File: src/rtl/irqc_pkg.sv
package irqc_pkg;

   // Register planes, in address order; the index sets the set address.
   localparam int NPLANE       = 7;
   localparam int PL_CFG0      = 0;
   localparam int PL_CFG1      = 1;
   localparam int PL_CFG2      = 2;
   localparam int PL_SRC       = 3;
   localparam int PL_ROUTE     = 4;
   localparam int PL_WAKE      = 5;
   localparam int PL_MASK      = 6;

   localparam int PLANE_BASE   = 'h40;
   localparam int PLANE_STRIDE = 8;
   localparam int PLANE_CLR    = 4;

   localparam int PEND0_ADDR   = 'h54;
   localparam int PEND1_ADDR   = 'h5C;
   localparam int RISE_ADDR    = 'h78;
   localparam int FALL_ADDR    = 'h7C;
   localparam int TEST_ADDR    = 'h80;

   // Trigger code {cfg2,cfg1,cfg0}
   typedef enum logic [2:0] {
      TRIG_OFF  = 3'b000,
      TRIG_RISE = 3'b001,
      TRIG_FALL = 3'b010,
      TRIG_ANY  = 3'b011,
      TRIG_HIGH = 3'b101,
      TRIG_LOW  = 3'b110
   } trig_e;

   function automatic int plane_set_addr(int p);
      return PLANE_BASE + PLANE_STRIDE * p;
   endfunction

endpackage

File: src/rtl/irqc_sc_plane.sv
module irqc_sc_plane #(
   parameter int W        = 32,
   parameter bit RST_ONES = 1'b0
) (
   input  logic         clk_i,
   input  logic         rst_ni,
   input  logic         set_i,
   input  logic         clr_i,
   input  logic [W-1:0] bits_i,
   output logic [W-1:0] q_o
);

   localparam logic [W-1:0] RST_VAL = RST_ONES ? {W{1'b1}} : {W{1'b0}};

   logic [W-1:0] set_bits;
   logic [W-1:0] clr_bits;

   assign set_bits = set_i ? bits_i : '0;
   assign clr_bits = clr_i ? bits_i : '0;

   always_ff @(posedge clk_i) begin
      if (!rst_ni) begin
         q_o <= RST_VAL;
      end else begin
         q_o <= (q_o | set_bits) & ~clr_bits;
      end
   end

endmodule

File: src/rtl/irqc_edge_unit.sv
module irqc_edge_unit #(
   parameter int NSRC        = 32,
   parameter int SYNC_STAGES = 2
) (
   input  logic            clk_i,
   input  logic            rst_ni,
   input  logic [NSRC-1:0] irq_i,
   input  logic [NSRC-1:0] rise_en_i,
   input  logic [NSRC-1:0] fall_en_i,
   input  logic [NSRC-1:0] rise_clr_i,
   input  logic [NSRC-1:0] fall_clr_i,
   output logic [NSRC-1:0] lvl_o,
   output logic [NSRC-1:0] rise_evt_o,
   output logic [NSRC-1:0] fall_evt_o,
   output logic [NSRC-1:0] rise_lat_o,
   output logic [NSRC-1:0] fall_lat_o
);

   logic [SYNC_STAGES-1:0][NSRC-1:0] chain;
   logic [NSRC-1:0]                  prev_q;

   always_ff @(posedge clk_i) begin
      if (!rst_ni) begin
         chain  <= '0;
         prev_q <= '0;
      end else begin
         chain[0] <= irq_i;
         for (int k = 1; k < SYNC_STAGES; k++) begin
            chain[k] <= chain[k-1];
         end
         prev_q <= chain[SYNC_STAGES-1];
      end
   end

   assign lvl_o      = chain[SYNC_STAGES-1];
   assign rise_evt_o = lvl_o & ~prev_q;
   assign fall_evt_o = ~lvl_o & prev_q;

   // An enabled edge in the same cycle as its clear survives.
   always_ff @(posedge clk_i) begin
      if (!rst_ni) begin
         rise_lat_o <= '0;
         fall_lat_o <= '0;
      end else begin
         rise_lat_o <= (rise_lat_o & ~rise_clr_i) | (rise_evt_o & rise_en_i);
         fall_lat_o <= (fall_lat_o & ~fall_clr_i) | (fall_evt_o & fall_en_i);
      end
   end

endmodule

File: src/rtl/irqc_route.sv
module irqc_route
   import irqc_pkg::*;
#(
   parameter int NSRC = 32
) (
   input  logic [NSRC-1:0] cfg0_i,
   input  logic [NSRC-1:0] cfg1_i,
   input  logic [NSRC-1:0] cfg2_i,
   input  logic [NSRC-1:0] lvl_i,
   input  logic [NSRC-1:0] rise_lat_i,
   input  logic [NSRC-1:0] fall_lat_i,
   input  logic [NSRC-1:0] mask_i,
   input  logic [NSRC-1:0] route_i,
   output logic [NSRC-1:0] rise_en_o,
   output logic [NSRC-1:0] fall_en_o,
   output logic [NSRC-1:0] pend0_o,
   output logic [NSRC-1:0] pend1_o
);

   logic [NSRC-1:0] active;

   for (genvar i = 0; i < NSRC; i++) begin : g_src
      logic [2:0] mode;
      assign mode = {cfg2_i[i], cfg1_i[i], cfg0_i[i]};

      always_comb begin
         rise_en_o[i] = 1'b0;
         fall_en_o[i] = 1'b0;
         active[i]    = 1'b0;
         case (mode)
            TRIG_RISE: begin
               rise_en_o[i] = 1'b1;
               active[i]    = rise_lat_i[i] | fall_lat_i[i];
            end
            TRIG_FALL: begin
               fall_en_o[i] = 1'b1;
               active[i]    = rise_lat_i[i] | fall_lat_i[i];
            end
            TRIG_ANY: begin
               rise_en_o[i] = 1'b1;
               fall_en_o[i] = 1'b1;
               active[i]    = rise_lat_i[i] | fall_lat_i[i];
            end
            TRIG_HIGH: active[i] = lvl_i[i];
            TRIG_LOW:  active[i] = ~lvl_i[i];
            default:   active[i] = 1'b0;
         endcase
      end
   end

   assign pend0_o = active & mask_i & route_i;
   assign pend1_o = active & mask_i & ~route_i;

endmodule

File: src/rtl/irqc_dual_line.sv
module irqc_dual_line
   import irqc_pkg::*;
#(
   parameter int NSRC        = 32,
   parameter int DATA_W      = 32,
   parameter int ADDR_W      = 8,
   parameter int SYNC_STAGES = 2
) (
   input  logic              clk_i,
   input  logic              rst_ni,
   input  logic [NSRC-1:0]   irq_i,
   input  logic [ADDR_W-1:0] addr_i,
   input  logic              wr_en_i,
   input  logic [DATA_W-1:0] wdata_i,
   input  logic              rd_en_i,
   output logic [DATA_W-1:0] rdata_o,
   output logic              req0_o,
   output logic              req1_o
);

   localparam logic [ADDR_W-1:0] A_PEND0 = ADDR_W'(PEND0_ADDR);
   localparam logic [ADDR_W-1:0] A_PEND1 = ADDR_W'(PEND1_ADDR);
   localparam logic [ADDR_W-1:0] A_RISE  = ADDR_W'(RISE_ADDR);
   localparam logic [ADDR_W-1:0] A_FALL  = ADDR_W'(FALL_ADDR);
   localparam logic [ADDR_W-1:0] A_TEST  = ADDR_W'(TEST_ADDR);

   if (NSRC < 1 || NSRC > DATA_W) begin : g_bad_nsrc
      $error("NSRC must lie between 1 and DATA_W");
   end
   if (ADDR_W < 8) begin : g_bad_addr
      $error("ADDR_W must be at least 8 to reach the register map");
   end
   if (SYNC_STAGES < 1) begin : g_bad_sync
      $error("SYNC_STAGES must be at least 1");
   end

   logic [NPLANE-1:0][NSRC-1:0] plane_q;
   logic [NSRC-1:0]             wbits;
   logic [NSRC-1:0]             mask_q;
   logic [NSRC-1:0]             route_q;
   logic [NSRC-1:0]             lvl;
   logic [NSRC-1:0]             rise_evt;
   logic [NSRC-1:0]             fall_evt;
   logic [NSRC-1:0]             rise_lat;
   logic [NSRC-1:0]             fall_lat;
   logic [NSRC-1:0]             rise_en;
   logic [NSRC-1:0]             fall_en;
   logic [NSRC-1:0]             rise_clr;
   logic [NSRC-1:0]             fall_clr;
   logic [NSRC-1:0]             pend0;
   logic [NSRC-1:0]             pend1;
   logic [DATA_W-1:0]           test_q;
   logic [DATA_W-1:0]           rd_val;

   assign wbits = wdata_i[NSRC-1:0];

   // Set/clear planes; addresses follow from the plane index
   for (genvar p = 0; p < NPLANE; p++) begin : g_plane
      localparam logic [ADDR_W-1:0] SET_A = ADDR_W'(plane_set_addr(p));
      localparam logic [ADDR_W-1:0] CLR_A = ADDR_W'(plane_set_addr(p) + PLANE_CLR);

      irqc_sc_plane #(
         .W        (NSRC),
         .RST_ONES (p == PL_SRC)
      ) u_plane (
         .clk_i  (clk_i),
         .rst_ni (rst_ni),
         .set_i  (wr_en_i && (addr_i == SET_A)),
         .clr_i  (wr_en_i && (addr_i == CLR_A)),
         .bits_i (wbits),
         .q_o    (plane_q[p])
      );
   end

   assign mask_q  = plane_q[PL_MASK];
   assign route_q = plane_q[PL_ROUTE];

   assign rise_clr = (wr_en_i && (addr_i == A_RISE)) ? wbits : '0;
   assign fall_clr = (wr_en_i && (addr_i == A_FALL)) ? wbits : '0;

   irqc_edge_unit #(
      .NSRC        (NSRC),
      .SYNC_STAGES (SYNC_STAGES)
   ) u_edge (
      .clk_i      (clk_i),
      .rst_ni     (rst_ni),
      .irq_i      (irq_i),
      .rise_en_i  (rise_en),
      .fall_en_i  (fall_en),
      .rise_clr_i (rise_clr),
      .fall_clr_i (fall_clr),
      .lvl_o      (lvl),
      .rise_evt_o (rise_evt),
      .fall_evt_o (fall_evt),
      .rise_lat_o (rise_lat),
      .fall_lat_o (fall_lat)
   );

   irqc_route #(
      .NSRC (NSRC)
   ) u_route (
      .cfg0_i     (plane_q[PL_CFG0]),
      .cfg1_i     (plane_q[PL_CFG1]),
      .cfg2_i     (plane_q[PL_CFG2]),
      .lvl_i      (lvl),
      .rise_lat_i (rise_lat),
      .fall_lat_i (fall_lat),
      .mask_i     (mask_q),
      .route_i    (route_q),
      .rise_en_o  (rise_en),
      .fall_en_o  (fall_en),
      .pend0_o    (pend0),
      .pend1_o    (pend1)
   );

   assign req0_o = |pend0;
   assign req1_o = |pend1;

   always_ff @(posedge clk_i) begin
      if (!rst_ni) begin
         test_q <= '0;
      end else if (wr_en_i && (addr_i == A_TEST)) begin
         test_q <= wdata_i;
      end
   end

   always_comb begin
      rd_val = '0;
      for (int p = 0; p < NPLANE; p++) begin
         if (addr_i == ADDR_W'(plane_set_addr(p))) begin
            rd_val[NSRC-1:0] = plane_q[p];
         end
      end
      if (addr_i == A_PEND0) rd_val[NSRC-1:0] = pend0;
      if (addr_i == A_PEND1) rd_val[NSRC-1:0] = pend1;
      if (addr_i == A_RISE)  rd_val[NSRC-1:0] = rise_lat;
      if (addr_i == A_FALL)  rd_val[NSRC-1:0] = fall_lat;
      if (addr_i == A_TEST)  rd_val = test_q;
   end

   always_ff @(posedge clk_i) begin
      if (!rst_ni) begin
         rdata_o <= '0;
      end else begin
         rdata_o <= rd_en_i ? rd_val : '0;
      end
   end

endmodule

File: config.mk
export PLATFORM = sky130hd
export DESIGN_NAME = irqc_dual_line
export DESIGN_NICKNAME = d
export VERILOG_FILES = /design/src/rtl/irqc_pkg.sv /design/src/rtl/irqc_sc_plane.sv /design/src/rtl/irqc_edge_unit.sv /design/src/rtl/irqc_route.sv /design/src/rtl/irqc_dual_line.sv
export SDC_FILE = /design/constraint.sdc
export NUM_CORES = 1
export LEC_CHECK = 0
export BUFFER_PORTS_ARGS = -buffer_cell sky130_fd_sc_hd__buf_2
export CORE_UTILIZATION = 25
export CTS_BUF_LIST = sky130_fd_sc_hd__clkbuf_4
export DETAILED_ROUTE_END_ITERATION = 10
export MAX_ROUTING_LAYER = met4
export PLACE_DENSITY = 0.51
export SLEW_MARGIN = 20
export SYNTH_ARGS = -nofsm -noshare
export SYNTH_HDL_FRONTEND = slang
export SYNTH_SLANG_ARGS = --single-unit
File: constraint.sdc
create_clock -name clk_i -period 4.8 [get_ports clk_i]
set_input_delay 0 -clock clk_i [delete_from_list [all_inputs] [get_ports clk_i]]
set_output_delay 0 -clock clk_i [all_outputs]
set_load 0.03 [all_outputs]
# Word level (Yosys, flattened, before mapping)
# Index checks and enable logic that the tools add are counted.
# totals
regBits,448
inputBits,76
output_inout_bits,34
wordCells,532
# op_classes
n_eq_ne,177
muxes,124
bitwise_logic,101
n_reduce_logical,116
# op_table
operator,n
$mux 32,28
$and 32x32->32,16
$not 32->32,12
$or 32x32->32,9
$eq 3x2->1 const B,64
$eq 3x3->1 const B,64
$eq 8x7->1 const B,16
$reduce_or 2->1,64
$eq 3x1->1 const B,32
$pmux 1 s3,32
$reduce_or 3->1,32
$mux 1,64
$reduce_or 32->1,2
$not 1->1,32
$or 1x1->1,32
$logic_and 1x1->1,17
$eq 8x8->1 const B,1
$reduce_and 2->1,1

# Logic depth before layout (Yosys ltp)
# Gate-level depths: netlist of run 1.
# logic_depth
ltp_word,13
ltp_mapped,10
depth_no_buf,6

# Modules after synthesis
# A second synthesis of run 1 with hierarchy kept.
# hier_totals
cells_unflattened,2539
area_unflattened_um2,23443.7
# modules_own_cells
module,instances,cells_each,area_per_inst_um2,seq_area_each_um2
irqc_sc_plane at g_plane[0].u_plane ...,6,106,1266.2,640.6
irqc_dual_line,1,863,6160.9,1281.2
irqc_edge_unit,1,505,5709.2,3203.1
irqc_route,1,398,2751.4,0.0
irqc_sc_plane at g_plane[3].u_plane,1,137,1224.9,640.6

# Least setup slack after synthesis of run 1
# OpenSTA, ideal clock, no wires.
# synth_timing
path_type,flip-flop to output port
start,register u_edge.chain (netlist bit u_edge.lvl_o[21])
end,output port req1_o
t_arrival_ps,1819
required_ps,4800
setup_slack_ps,2981
stages_incl_launch_ff,7
path_buffers,0
path_cell_list,dfxtp_1 mux2_2 a211oi_1 nor2b_1 or4_1 nor4_1 nand4_1
# synth_between
elab_chain_len,5
# synth_lines
item,line_no,source
"start, declared",irqc_edge_unit.sv:19,logic [SYNC_STAGES-1:0][NSRC-1:0] chain;
"start signal, assigned by index",irqc_edge_unit.sv:29,chain[k] <= chain[k-1];
$not 1->1,irqc_route.sv:45,TRIG_LOW: active[i] = ~lvl_i[i];
$pmux 1 s3 (*),irqc_route.sv:30,case (mode)
$and 32x32->32 (*) (2 in a row),irqc_route.sv:52,assign pend1_o = active & mask_i & ~route_i;
$reduce_or 32->1 (*),irqc_dual_line.sv:117,assign req1_o = |pend1;
"end, declared",irqc_dual_line.sv:18,output logic req1_o
# Every way passes the cells marked *; elsewhere a longest branch is shown, timed or not.

# Worst setup path after layout of run 1
# layout_timing
start,register u_edge.chain (netlist bit u_edge.lvl_o[10])
end,output port req0_o
# layout_between
elab_chain_len,5
# layout_lines
item,line_no,source
$not 1->1,irqc_route.sv:45,
$pmux 1 s3 (*),irqc_route.sv:30,
$and 32x32->32 (*) (2 in a row),irqc_route.sv:51,assign pend0_o = active & mask_i & route_i;
$reduce_or 32->1 (*),irqc_dual_line.sv:116,assign req0_o = |pend0;
"end, declared",irqc_dual_line.sv:17,"output logic req0_o,"
# Marks and branches as above.

==> results of run 1 <==
[flip-flops by register name, summed over array words and instances (netlist names)]
name,flops
g_plane.u_plane.q_o,224
rdata_o,32
test_q,32
u_edge.chain,32
u_edge.fall_lat_o,32
u_edge.lvl_o,32
u_edge.prev_q,32
u_edge.rise_lat_o,32
[placed cells by master, fill, tap and decap left out, drive strengths merged, types with 14 or more instances in the layout]
cell         netlist  final
nor2             138    138
o22ai             29     29
dlygate4sd3        0    191
a22oi             20     20
a211oi           237    237
nor2b             16     16
inv               28     29
mux2              30     30
buf              106    163
a21oi            398    398
mux2i             24     24
nor4bb            64     64
and2             101    101
o21ai            150    150
nand3             41     41
clkinv             0     22
clkbuf           146    188
dfxtp            448    448
nand2b            21     21
xor2              15     15
and3              41     41
nor3              44     44
o221ai            14     14
nand2            198    198
a221oi            16     16
[per-layer routing]
layer	GRT usage (%)	share of wire (%)	vias up
li1	-	-	9671
met1	29.0	43	10300
met2	32.4	43	1148
met3	5.93	9.6	274
met4	11.4	4.5	0
met5	-	0	-
[cells by family (layout without fill, tap and decap cells)]
kind of cell,after synthesis,in the layout,synth area share (%)
other,0,6,0
XOR/XNOR,19,19,0.800
buffers and inverters,280,600,5.87
flip-flops,448,448,43.1
AND/OR/NAND/NOR,700,700,18.4
multiplexers,54,54,2.78
AO/OA/AOI/OAI,974,974,29.1
[critical path, cell delays in order (launching register included)]
cell and delay [ns]:
dfxtp_1 0.39, mux2_2 0.35, a211oi_1 1.05, a22oi_1 0.29
o2111ai_1 0.26, nor3_1 0.10, nand4_1 0.30, buf_2 0.27
[metrics by stage]
stage | instances | hold slack [ns] | utilization, % | instance area, um2 | power [mW]
final | 3871 | 0.0799 | 31.2 | 25700 | 8.06
after floorplan | 2475 | 0.127 | - | 20800 | 4.13
after global placement | 3456 | 0.209 | 26.9 | 22100 | 4.29
after global routing | 3870 | 0.0863 | 31.2 | 25700 | 8.40
after detailed placement | 3456 | 0.210 | 26.9 | 22100 | 4.29
after CTS | 3865 | 0.00215 | 31.2 | 25700 | 8.14
[power by group]
part	switching, mW	internal [mW]	leakage (nW)
sequential	0.0229	3.75	3.63
clock	1.76	1.95	0.959
combinational	0.360	0.213	4.04
[area by class of cell]
| class | count | area share [%] |
|---|---|---|
| repair buffers | 354 | 11.4 |
| clock buffers | 188 | 5.50 |
| clock inverters | 30 | 0.872 |
| multi-input cells | 1747 | 41.6 |
| well taps | 1070 | 5.21 |
| inverters | 28 | 0.439 |
| diodes | 6 | 0.0585 |
| flip-flops and latches | 448 | 34.9 |
[worst min-delay path by stage]
stage | from | slack (ns) | to
global placement | irq_i[4] | 0.21 | u_edge.chain[4]
finish | rst_ni | 0.08 | g_plane[3].u_plane.q_o[1]
global route | rst_ni | 0.09 | g_plane[3].u_plane.q_o[4]
detailed placement | irq_i[2] | 0.21 | u_edge.chain[2]
floorplan | irq_i[0] | 0.13 | u_edge.chain[0]
CTS | rst_ni | 0.002 | g_plane[3].u_plane.q_o[4]
[timing repair]
item                      CTS  global route
hold endpoints to repair  409             0
buffers inserted            0             0
hold buffers              191             0
resized for setup           0             0
==> run metrics, run 1 <==
routed len/inst between 20 and 25 um; first-pass GRT wire length ~140 mm; Syn Inst Count 2475; worst setup path category register to primary output; reg2reg path depth 6; status finished clean; share of cells above drive strength 1 15.6%; Leak 8.63 nW; I/O pin total 110; multi-input logic area 10700 um2; # rows 105; ranking of synthesized cells by area dfxtp_1 (43%), a21oi_1 (9.6%), a211oi_1 (8.6%); commonest cells in the netlist dfxtp_1 (448), a21oi_1 (398), a211oi_1 (237); Period Utilization, post-route 83.5%; reg2reg end rdata_o[9]; port buffer count roughly 110; Syn Area/Cell 8.40 um2; nets 2786; Worst Path Arrival around 4.0 ns; Setup WS pre-CTS about 1.5 ns; final setup TNS 0 ns; Post-Syn Area 20800 um2; die area ~84000 um2; ys flop type dfxtp_1; Area Overhead vs Synth 23.5%; Initial Util 25.3%; setup ws final between 0.7 and 0.8 ns; Worst EP required 4.80 ns; Slew headroom 13.5%; EDFF count, synth 0; Die Height 290 um; first-iteration detailed-routing DRC count 2533; startpoint types register; Fillers about 8.8k; CTS H-Tree Depth 4; hold depth 3; Residual DRC 0; CTS sink cnt 448; antenna violations before repair 8; root buffer cell clkbuf_4; via count about 21k; drt via density ~5.5; Post-Syn Nets 2551; Antenna Violating Nets Remaining 0; clock-pin slew on the worst setup and hold paths ~0.060 ns; flop2flop setup slack ~2.3 ns; HP Class input pin to register; Slew @ Worst Pin about 1.3 ns; crit path capture req0_o; Die Span X a little under 300 um; most frequent cell after synthesis dfxtp_1; global route overflow 0; crit path time final 4.01 ns; area occupied by registers about 9000 um2; Pwr Density 314 nW/um2; Max-Cap Viols 0; post-synthesis async set-or-reset flop share 0%; Max VDD drop 171 uV; worst-path fanout max 4; largest net degree at the start of global routing 132; CTS max path bufs 3; Slew Limit Fails 0; global placement routability congestion 1.00; Synth top area share 43.1%; vias in the first global route 20.1k; CP Launch Point u_edge.lvl_o[10]; Setup Skew 0.0586 ns; Max Fclk 249 MHz; Syn. warnings 0; Total Routing Usage GR 22.6%; clk_lat worst skew 1.00 ns; Worst R2R Start u_edge.lvl_o[9]; Num CTS Buffers 131; area of the core 82200 um2; dominant cell type by area after synthesis dfxtp_1; synth unique cells between 70 and 80; Post-DP HPWL 57.6 mm; Routed WL 94.2 mm; final hold violation count 0; sequential-to-total area share from yosys stat 43.1%; Synth Register Bits 448; RSZ-0062 raised after global routing no; CTS tree built; count of final setup violators 0; crit end category primary output; TritonRoute pass-1 iters 8
(Power assumes the default switching activity.)
==> run 2, diff against run 1 <==
clock period = 3.8 ns   (was 4.8 ns; I/O delays follow)
==> run 2 against run 1 <==
Clock skew decreased by 0.0087 ns. Worst setup slack worse by 0.66 ns. Register-to-register slack got worse by 0.99 ns. Cell area is 1.8% higher. Sequential share of layout area fell by 0.62 points. Combinational power grew 32%. Utilization is 0.56 points higher. Total power is 28% higher. Hold slack improved by 0.12 ns. Die area did not move. First-iteration DRC count decreased by 18%. Sequential cell count unchanged. Critical endpoint is now req1_o. Largest cell class unchanged.
==> run metrics, run 2 (synthesis results as in run 1) <==
status finished clean; Antenna Violating Nets Remaining 0; Post-DP HPWL slightly above 60 mm; final hold violation count 0; Post-Layout Inst Area 26100 um2; switching power summed over all nets around 2.7 mW; first-pass GRT wire length 141 mm; vias in the first global route 20.5k; nets around 2.8k; worst-path fanout max 4; CTS tree built; largest net degree at the start of global routing 110; Leak 8.97 nW; clk_lat worst skew around 0.98 ns; Initial Util 25.3%; Max-Cap Viols 0; Worst EP required 3.80 ns; Setup Skew 0.0499 ns; port buffer count ~110; via count ~21k; Slew @ Worst Pin 1.09 ns; Slew headroom 27.0%; TritonRoute pass-1 iters 6; Routed WL 95.3 mm; global route overflow 0; # rows 105; Die Span X 290 um; area occupied by registers 8970 um2; flop2flop setup slack 1.32 ns; Die Height 290 um; share of cells above drive strength 1 16.4%; Worst Path Arrival roughly 3.7 ns; Clock power frac between 40% and 50%; count of final setup violators 0; Total Routing Usage GR 22.9%; Largest Register g_plane.u_plane.q_o; CTS max path bufs 3; placed cell area 22400 um2; drt via density 5.44; Slew Limit Fails 0; startpoint types register; switching share of power approximately a quarter; antenna violations before repair 3; RSZ-0062 raised after global routing no; crit end category primary output; Pint 7.63 mW; Max Fclk 273 MHz; fin cells 3917; Pwr Density slightly below 400 nW/um2; worst setup path category register to primary output; dpl cells 3498; Fillers 8761; root buffer cell clkbuf_4; I/O pin total 110; clock-pin slew on the worst setup and hold paths 0.06 ns; Largest register FFs between 200 and 250; Num CTS Buffers 133; first-iteration detailed-routing DRC count just over 2k; CTS H-Tree Depth 4; area of the core between 80000 and 90000 um2; crit path time final 3.67 ns; CTS Hold Buffers Added approximately 210; most common cell after layout, fill and taps aside dfxtp_1; Residual DRC 0; CTS sink cnt 448; global placement routability congestion 1.05; Area Overhead vs Synth 25.8%; Post-CTS Setup Repair Bufs 0; Max VDD drop around 200 uV; Reg power frac 46.4%; HP Class input pin to register; final hold slack 0.196 ns; Comb pwr share under 10%; die area 84300 um2; final setup TNS 0 ns; Period Utilization, post-route about 97%; Resized Gates After CTS 0; multi-input logic area 10700 um2; Power, Total 10.3 mW; routed len/inst about 24 um; most frequent cells in the layout dfxtp_1 (448), a21oi_1 (398), a211oi_1 (237), dlygate4sd3_1 (208), nand2_1 (198)
run 2: final cells by class:
cell class	count	share of cell area (%)
clock inverter	35	1.23
tap	1070	5.12
antenna	1	0.00957
clock buffer	175	5.03
timing repair buffer	413	13.0
sequential	448	34.3
inverter	28	0.431
multi-input combinational	1747	40.9
run 2: critical path: stages, from the launching register on:
cell	delay (ns)
dfxtp_1	0.41
mux2_2	0.36
a211oi_1	0.90
inv_1	0.16
o22ai_1	0.19
a2111oi_0	0.11
nand4_1	0.32
buf_2	0.26
run 2: final timing paths:
kind                            cells after the start                    end              from
worst max-delay path                                7                 req1_o   u_edge.lvl_o[9]
worst max register to register                      6             rdata_o[9]   u_edge.lvl_o[9]
worst min register to register                      1       u_edge.lvl_o[25]  u_edge.chain[25]
worst min-delay path                                4  u_edge.rise_lat_o[21]            rst_ni
run 2: metal layers:
| metal | up-vias | global-route usage, % | wire length (um) |
|---|---|---|---|
| li1 | 9761 | - | - |
| met1 | 10200 | 30.1 | 41900 |
| met2 | 1056 | 33.0 | 41200 |
| met3 | 248 | 5.29 | 8220 |
| met4 | 0 | 10.6 | 4050 |
| met5 | - | - | 0 |
run 2: per-stage QoR:
step | util [%] | setup slack, ns
6_report | 31.8 | 0.131
5_1_grt | 31.8 | 0.0343
4_1_cts | 31.8 | 0.127
3_5_place_dp | 27.3 | 1.08
3_3_place_gp | 27.3 | 1.12
2_1_floorplan | - | 1.98
run 2: power by group through the flow:
stage	registers [mW]	clock network [mW]	logic, mW
final	4.77	4.76	0.755
after global routing	4.77	5.17	0.791
after CTS	4.77	4.91	0.738
after detailed placement	4.88	0	0.558
after global placement	4.88	0	0.557
after floorplan	4.87	0	0.348
